### src/rtl/rrt_pkg.sv
`timescale 1ns/1ps
// Shared constants for the raster timing generator: register addresses,
// timing-field indices and the segment encoding used by both counters.
// Assumes a 4-bit register address space.
package rrt_pkg;
    localparam int ADDR_W = 4;

    localparam logic [ADDR_W-1:0] A_CTRL       = 4'd0;
    localparam logic [ADDR_W-1:0] A_TIMING     = 4'd1;  // first of eight timing fields
    localparam logic [ADDR_W-1:0] A_LINE_MATCH = 4'd9;
    localparam logic [ADDR_W-1:0] A_IRQ_CTRL   = 4'd10;
    localparam logic [ADDR_W-1:0] A_STATUS     = 4'd11;

    localparam int N_TIMING = 8;
    localparam int F_H_ACT   = 0;
    localparam int F_H_FRONT = 1;
    localparam int F_H_SYNC  = 2;
    localparam int F_H_BACK  = 3;
    localparam int F_V_ACT   = 4;
    localparam int F_V_FRONT = 5;
    localparam int F_V_SYNC  = 6;
    localparam int F_V_BACK  = 7;

    // Order of the segments inside one line or one frame.
    typedef enum logic [1:0] {
        SEG_ACTIVE = 2'd0,
        SEG_FRONT  = 2'd1,
        SEG_SYNC   = 2'd2,
        SEG_BACK   = 2'd3
    } seg_e;
endpackage

### src/rtl/rrt_axis.sv
`timescale 1ns/1ps
// One raster axis counter (pixels in a line, or lines in a frame).
// Counts 0..total-1 where total is the sum of four minus-one fields, and
// decodes the current segment in the order active, front, sync, back.
// Assumes fields change only while the counter is cleared or at a wrap;
// a counter found past the end wraps on its next step.
module rrt_axis
    import rrt_pkg::*;
#(
    parameter int FW = 12,
    localparam int CW = FW + 2
) (
    input  logic          clk,
    input  logic          rst_n,
    input  logic          clr,
    input  logic          step,
    input  logic [FW-1:0] act_m1,
    input  logic [FW-1:0] front_m1,
    input  logic [FW-1:0] sync_m1,
    input  logic [FW-1:0] back_m1,
    output logic [CW-1:0] cnt,
    output logic          at_last,
    output seg_e          seg,
    output logic          pre_sync,
    output logic          pre_back
);
    logic [CW-1:0] front_start;
    logic [CW-1:0] sync_start;
    logic [CW-1:0] back_start;
    logic [CW-1:0] last_pos;

    // Segment boundaries from the minus-one fields.
    always_comb begin
        front_start = CW'(act_m1) + CW'(1);
        sync_start  = front_start + CW'(front_m1) + CW'(1);
        back_start  = sync_start + CW'(sync_m1) + CW'(1);
        last_pos    = back_start + CW'(back_m1);
    end

    assign at_last  = (cnt >= last_pos);
    assign pre_sync = (cnt == sync_start - CW'(1));
    assign pre_back = (cnt == back_start - CW'(1));

    // Segment decode of the present count.
    always_comb begin
        if (cnt < front_start)      seg = SEG_ACTIVE;
        else if (cnt < sync_start)  seg = SEG_FRONT;
        else if (cnt < back_start)  seg = SEG_SYNC;
        else                        seg = SEG_BACK;
    end

    // Position counter: clear, step with wrap, or hold.
    always_ff @(posedge clk) begin
        if (!rst_n)      cnt <= '0;
        else if (clr)    cnt <= '0;
        else if (step)   cnt <= at_last ? '0 : cnt + CW'(1);
    end
endmodule

### src/rtl/rrt_regs.sv
`timescale 1ns/1ps
// Register file, run control and pending flags of the timing generator.
// Holds the eight timing fields and the match line, applies a start at once
// and a stop only at the vsync leading edge, and keeps the write-one-to-clear
// status. Assumes event inputs are single-cycle strobes.
module rrt_regs
    import rrt_pkg::*;
#(
    parameter int FW = 12
) (
    input  logic                         clk,
    input  logic                         rst_n,
    input  logic                         we,
    input  logic [ADDR_W-1:0]            addr,
    input  logic [FW-1:0]                wdata,
    input  logic                         ev_lead,
    input  logic                         ev_trail,
    input  logic                         ev_hit,
    output logic [N_TIMING-1:0][FW-1:0]  tfield,
    output logic [FW-1:0]                line_match,
    output logic                         run_act,
    output logic                         run_req,
    output logic                         hs_hi,
    output logic                         vs_hi,
    output logic                         irq,
    output logic [1:0]                   status
);
    logic irq_glb, irq_frm, irq_trail;
    logic pend_f, pend_l;
    logic wr_ctrl, wr_stat, wr_irq, wr_match;
    logic run_req_nxt, frame_set;
    logic [N_TIMING-1:0] wr_field;

    assign wr_ctrl  = we && (addr == A_CTRL);
    assign wr_stat  = we && (addr == A_STATUS);
    assign wr_irq   = we && (addr == A_IRQ_CTRL);
    assign wr_match = we && (addr == A_LINE_MATCH);

    // Per-field write strobes, one decoder per timing register.
    generate
        for (genvar i = 0; i < N_TIMING; i++) begin : g_field_sel
            assign wr_field[i] = we && (addr == A_TIMING + ADDR_W'(i));
        end
    endgenerate

    // Timing field storage.
    always_ff @(posedge clk) begin
        if (!rst_n) begin
            tfield <= '0;
        end else begin
            for (int i = 0; i < N_TIMING; i++)
                if (wr_field[i]) tfield[i] <= wdata;
        end
    end

    // Match line and interrupt configuration.
    always_ff @(posedge clk) begin
        if (!rst_n) begin
            line_match <= '0;
            irq_glb    <= 1'b0;
            irq_frm    <= 1'b0;
            irq_trail  <= 1'b0;
        end else begin
            if (wr_match) line_match <= wdata;
            if (wr_irq) begin
                irq_glb   <= wdata[0];
                irq_frm   <= wdata[1];
                irq_trail <= wdata[2];
            end
        end
    end

    // Requested run state and sync polarities, live on write.
    always_ff @(posedge clk) begin
        if (!rst_n) begin
            run_req <= 1'b0;
            hs_hi   <= 1'b0;
            vs_hi   <= 1'b0;
        end else if (wr_ctrl) begin
            run_req <= wdata[0];
            hs_hi   <= wdata[1];
            vs_hi   <= wdata[2];
        end
    end

    assign run_req_nxt = wr_ctrl ? wdata[0] : run_req;

    // Applied run state: start at once, stop only at the vsync leading edge.
    always_ff @(posedge clk) begin
        if (!rst_n)         run_act <= 1'b0;
        else if (!run_act)  run_act <= run_req_nxt;
        else if (ev_lead)   run_act <= run_req;
    end

    assign frame_set = irq_glb && irq_frm && (irq_trail ? ev_trail : ev_lead);

    // Pending flags: a new event wins over a clear in the same cycle.
    always_ff @(posedge clk) begin
        if (!rst_n) begin
            pend_f <= 1'b0;
            pend_l <= 1'b0;
        end else begin
            pend_f <= frame_set | (pend_f & ~(wr_stat & wdata[0]));
            pend_l <= ev_hit    | (pend_l & ~(wr_stat & wdata[1]));
        end
    end

    assign status = {pend_l, pend_f};
    assign irq    = pend_f;

    // the frame flag only rises when both enables were set.
    p_frame_gate_r9: assert property (@(posedge clk) disable iff (!rst_n)
        $rose(pend_f) |-> $past(irq_glb && irq_frm));

    // a clear aimed at the other bit leaves the frame flag set.
    p_w1c_other_bit_r10: assert property (@(posedge clk) disable iff (!rst_n)
        (wr_stat && !wdata[0] && pend_f) |=> pend_f);

    // a running block only stops at a vsync leading edge.
    p_stop_at_vsync_r7: assert property (@(posedge clk) disable iff (!rst_n)
        (run_act && !ev_lead) |=> run_act);
endmodule

### src/rtl/rgb_raster_timing.sv
`timescale 1ns/1ps
// Top of the raster timing generator for a parallel RGB panel.
// Ties the register file to a horizontal and a vertical axis counter,
// forms the vsync-edge and line-match events, and decodes the sync and
// data-enable outputs. Assumes pix_en is synchronous to clk.
module rgb_raster_timing
    import rrt_pkg::*;
#(
    parameter int FW = 12,
    localparam int CW = FW + 2
) (
    input  logic              clk,
    input  logic              rst_n,
    input  logic              pix_en,
    input  logic              cfg_we,
    input  logic [ADDR_W-1:0] cfg_addr,
    input  logic [FW-1:0]     cfg_wdata,
    output logic              hsync_o,
    output logic              vsync_o,
    output logic              de_o,
    output logic [CW-1:0]     pix_x_o,
    output logic [CW-1:0]     pix_y_o,
    output logic              line_hit_o,
    output logic              frame_irq_o,
    output logic [1:0]        status_o
);
    logic [N_TIMING-1:0][FW-1:0] tfield;
    logic [FW-1:0] line_match;
    logic run_act, run_req, hs_hi, vs_hi;
    logic h_step, h_wrap, clr_cnt;
    logic ev_lead, ev_trail, ev_hit;
    logic h_last, v_last;
    logic h_pre_sync, h_pre_back, v_pre_sync, v_pre_back;
    seg_e h_seg, v_seg;

    rrt_regs #(.FW(FW)) u_regs (
        .clk        (clk),
        .rst_n      (rst_n),
        .we         (cfg_we),
        .addr       (cfg_addr),
        .wdata      (cfg_wdata),
        .ev_lead    (ev_lead),
        .ev_trail   (ev_trail),
        .ev_hit     (ev_hit),
        .tfield     (tfield),
        .line_match (line_match),
        .run_act    (run_act),
        .run_req    (run_req),
        .hs_hi      (hs_hi),
        .vs_hi      (vs_hi),
        .irq        (frame_irq_o),
        .status     (status_o)
    );

    // Stepping and clearing of both counters.
    assign h_step  = run_act && pix_en;
    assign h_wrap  = h_step && h_last;
    assign ev_lead = h_wrap && v_pre_sync;
    assign ev_trail = h_wrap && v_pre_back;
    assign clr_cnt = !run_act || (ev_lead && !run_req);

    rrt_axis #(.FW(FW)) u_hcnt (
        .clk      (clk),
        .rst_n    (rst_n),
        .clr      (clr_cnt),
        .step     (h_step),
        .act_m1   (tfield[F_H_ACT]),
        .front_m1 (tfield[F_H_FRONT]),
        .sync_m1  (tfield[F_H_SYNC]),
        .back_m1  (tfield[F_H_BACK]),
        .cnt      (pix_x_o),
        .at_last  (h_last),
        .seg      (h_seg),
        .pre_sync (h_pre_sync),
        .pre_back (h_pre_back)
    );

    rrt_axis #(.FW(FW)) u_vcnt (
        .clk      (clk),
        .rst_n    (rst_n),
        .clr      (clr_cnt),
        .step     (h_wrap),
        .act_m1   (tfield[F_V_ACT]),
        .front_m1 (tfield[F_V_FRONT]),
        .sync_m1  (tfield[F_V_SYNC]),
        .back_m1  (tfield[F_V_BACK]),
        .cnt      (pix_y_o),
        .at_last  (v_last),
        .seg      (v_seg),
        .pre_sync (v_pre_sync),
        .pre_back (v_pre_back)
    );

    // Line-match strobe on the first pixel of the chosen line.
    assign ev_hit     = h_step && (pix_x_o == '0) && (pix_y_o == CW'(line_match));
    assign line_hit_o = ev_hit;

    // Output decode with programmable sync polarity.
    assign hsync_o = (run_act && h_seg == SEG_SYNC) ? hs_hi : ~hs_hi;
    assign vsync_o = (run_act && v_seg == SEG_SYNC) ? vs_hi : ~vs_hi;
    assign de_o    = run_act && (h_seg == SEG_ACTIVE) && (v_seg == SEG_ACTIVE);

    // counters hold while the pixel enable is low.
    p_hold_on_idle_r6: assert property (@(posedge clk) disable iff (!rst_n)
        (run_act && !pix_en) |=> ($stable(pix_x_o) && $stable(pix_y_o)));

    // a stopped block keeps both counters at home.
    p_stopped_home_r7: assert property (@(posedge clk) disable iff (!rst_n)
        !run_act |-> (pix_x_o == '0 && pix_y_o == '0));

    // every line-match strobe leaves its pending flag set.
    p_line_flag_r8: assert property (@(posedge clk) disable iff (!rst_n)
        line_hit_o |=> status_o[1]);

    // the end of the last line returns the line counter to zero.
    p_frame_wrap_r3: assert property (@(posedge clk) disable iff (!rst_n)
        (h_wrap && v_last && !clr_cnt) |=> (pix_y_o == '0));

    // stepping off the pre-sync pixel enters the sync segment.
    p_hsync_entry_r2: assert property (@(posedge clk) disable iff (!rst_n)
        (h_step && !clr_cnt && h_pre_sync && !h_last) |=> (h_seg == SEG_SYNC));

    // stepping off the last sync pixel enters the back porch.
    p_hback_entry_r2: assert property (@(posedge clk) disable iff (!rst_n)
        (h_step && !clr_cnt && h_pre_back && !h_last) |=> (h_seg == SEG_BACK));
endmodule

### config.mk
export PLATFORM = sky130hd
export DESIGN_NAME = rgb_raster_timing
export DESIGN_NICKNAME = d
export VERILOG_FILES = /design/src/rtl/rrt_pkg.sv /design/src/rtl/rrt_axis.sv /design/src/rtl/rrt_regs.sv /design/src/rtl/rgb_raster_timing.sv
export SDC_FILE = /design/constraint.sdc
export NUM_CORES = 1
export LEC_CHECK = 0
export CORE_MARGIN = 2
export CORE_UTILIZATION = 25
export CTS_BUF_LIST = sky130_fd_sc_hd__clkbuf_4 sky130_fd_sc_hd__clkbuf_8
export CTS_CLUSTER_DIAMETER = 120
export DETAILED_ROUTE_END_ITERATION = 16
export GPL_TIMING_DRIVEN = 0
export SYNTH_ARGS = -nofsm -noshare
export SYNTH_HDL_FRONTEND = slang
export SYNTH_HIERARCHICAL = 1
export SYNTH_SLANG_ARGS = --single-unit
### constraint.sdc
create_clock -name clk -period 6.57 [get_ports clk]
set_clock_uncertainty 0.15 [all_clocks]
set_input_delay 0.657 -clock clk [delete_from_list [all_inputs] [get_ports clk]]
set_output_delay 0.657 -clock clk [all_outputs]
set_load 0.1 [all_outputs]
==> run metrics <==
fmax 0.150 GHz; Die Wd 233 um; Hold-fix buffers, CTS 0; Starting Density 0.254; first-pass GRT wire length 64,000 um; Clock transition at path regs 0.09 ns; GR Overflow Total 0; Hold WC Path Type flip-flop to flip-flop; Synth Warn # 6; Via Count 12.0k; Final period util 1.02; Clock Tree Root clkbuf_8; Setup WS pre-CTS -1.27 ns; Final Slew Violations 0; Least-Margin Pin Slew 1.09 ns; final instance area 0.0166 mm^2; setup slack, reg-to-reg -0.08 ns; hold path start u_regs/tfield[11]; switching power of the nets 602 uW; vias in the first global route 11.4k; Initial DRC Count 720; CTS Buf Count 17; Worst Setup Path Type flip-flop to output port; row count 83; drt pass-1 iters 5; static leakage 6.87 nW; FF+latch area 0.00293 mm^2; footprint of the multi-input gates 0.0106 mm^2; switch share 0.312; Hold Path Stages 2; Peak supply drop 0.000107 V; Hold EP u_regs/tfield[11]; setup violators final 11; full die area 0.0543 mm^2; H-tree depth 4; clock share of power 0.382; PortBufs 54; Routed Wire Length 43,000 um; final worst path period need 6.67 ns; Tot GR Track Use 0.154; Syn Area/Cell 8.35 um^2; CP Max Fanout 5; Slew HR 0.272; largest net degree at the start of global routing 17; Final Util 0.321; CTS tree done; Clock Tree Buf Depth 2; power share of the combinational group 0.153; WP data required 5.76 ns; Area Growth Syn to Fin 26.3%; worst path arrival time 5.86 ns; final setup margin -0.101 ns; failing checks setup timing; PD cells 116 mW/mm^2; gpl congestion 0.875; initial antenna violation count 1; Mapped Area 0.0131 mm^2; max cap viols 0; IO Pins 55; core area 0.0516 mm^2; ratio of cells with drive above 1 in the final layout 0.184; Routed Antenna Nets 0; Hold Slack 0.316 ns; Net Count, Synth 1,792; R2R Path End u_vcnt/cnt[11]; reg2reg path depth 32; nets@finish 1,925; die height 233 um; RSZ-0062 raised after global routing true; outcome finished, violations left; endpoints failing hold 0; kind of start point of the critical path flip-flop; diode count 0; WL/cell 18.0 um; Seq pwr share 0.465; worst skew pair latency 0.51 ns; hpwl dp 30,800 um; reg-to-reg startpoint u_regs/tfield[0]; Via density 5.02; Cells after Synth 1,570; Fill cells 5,279; endpoint class of the critical path output port; post-route DRC violation count 0; placed inst area 0.0146 mm^2; Clock Sink Count 145; Design Power 1.93 mW; internal power 1.33 mW
power groups by stage:
stage	combinational [mW]	clock, mW	sequential, mW
6_report	0.295	0.737	0.897
5_1_grt	0.319	0.791	0.898
4_1_cts	0.274	0.761	0.896
3_5_place_dp	0.254	0	0.916
3_3_place_gp	0.247	0	0.916
2_1_floorplan	0.173	0	0.914
sequential cells by signal, summed over array words and instances, names as in the netlist:
name               flops
u_regs/irq_glb         1
u_regs/pend_l          1
u_regs/irq             1
u_regs/hs_hi           1
u_hcnt/cnt            14
u_regs/irq_frm         1
u_regs/irq_trail       1
u_regs/run_act         1
u_regs/tfield         96
u_regs/line_match     12
u_vcnt/cnt            14
u_regs/run_req         1
u_regs/vs_hi           1
cell usage in the layout, fill, tap and decap left out, drive strengths merged, types with 10 or more instances in the layout:
| cell | instances |
|---|---|
| nor2b | 19 |
| buf | 83 |
| xor2 | 65 |
| a21o | 26 |
| and3 | 21 |
| xnor2 | 76 |
| clkdlybuf4s50 | 51 |
| o211ai | 10 |
| a21oi | 74 |
| nand2 | 189 |
| clkbuf | 42 |
| mux2i | 116 |
| nand4 | 18 |
| ha | 196 |
| a211oi | 14 |
| o21a | 24 |
| dfxtp | 145 |
| o21ai | 58 |
| nor2 | 101 |
| nand3 | 49 |
| nor3 | 34 |
| nor4 | 14 |
| nand2b | 23 |
| or3 | 10 |
| inv | 138 |
metal layers:
layer,GRT usage,up-vias,share of wire
met1,0.208,5844,0.46
met2,0.251,353,0.46
met3,0.0308,56,0.064
li1,-,5763,-
met5,0,-,0.00012
met4,0.0384,2,0.017
area by class of cell:
class | instances | area share
Buffer | 42 | 0.0139
Clock inverter | 14 | 0.00876
Tap cell | 680 | 0.0514
Sequential cell | 145 | 0.177
Inverter | 133 | 0.0303
Clock buffer | 18 | 0.0150
Multi-Input combinational cell | 1248 | 0.640
Timing Repair Buffer | 116 | 0.0643
timing repair:
action | 4_1_cts | 5_1_grt
pin swaps | 36 | 71
setup endpoints to repair | 33 | 33
cloned | 2 | 0
buffers inserted | 33 | 27
resized for setup | 123 | 144
worst max-delay path, stage by stage (launching register included):
cell and delay, ns:
dfxtp_4 0.39, ha_4 0.13, and3_4 0.17, and3_4 0.21, xor2_4 0.19, ha_4 0.23
buf_6 0.11, or2b_1 0.22, o221a_2 0.22, o211ai_1 0.14, ha_2 0.34, buf_6 0.13
a211oi_2 0.17, nand2_1 0.09, o311a_1 0.35, o31a_1 0.33, o21ai_1 0.15, xor2_1 0.27
ha_1 0.29, o21ai_1 0.10, a21oi_2 0.06, o41a_1 0.40, nand3b_1 0.21, xor2_2 0.22
buf_12 0.20
worst max path at each step:
stage                      start       endpoint  slack (ns)  cells past startpoint
3_3_place_gp   u_regs/tfield[48]        vsync_o       -1.20                     24
6_report        u_regs/tfield[0]        hsync_o       -0.10                     24
2_1_floorplan   u_regs/tfield[0]  u_hcnt/cnt[3]        0.02                     31
4_1_cts        u_regs/tfield[48]        vsync_o       -0.17                     23
5_1_grt         u_regs/tfield[0]  u_vcnt/cnt[9]       -0.41                     33
3_5_place_dp   u_regs/tfield[48]        vsync_o       -1.27                     24
through the flow:
stage	cells	TNS (ns)
CTS	2369	-1.36
floorplan	1570	0
finish	2396	-0.401
global route	2396	-8.79
detailed placement	2304	-32.82
global placement	2304	-29.93
(Power assumes the default switching activity.)
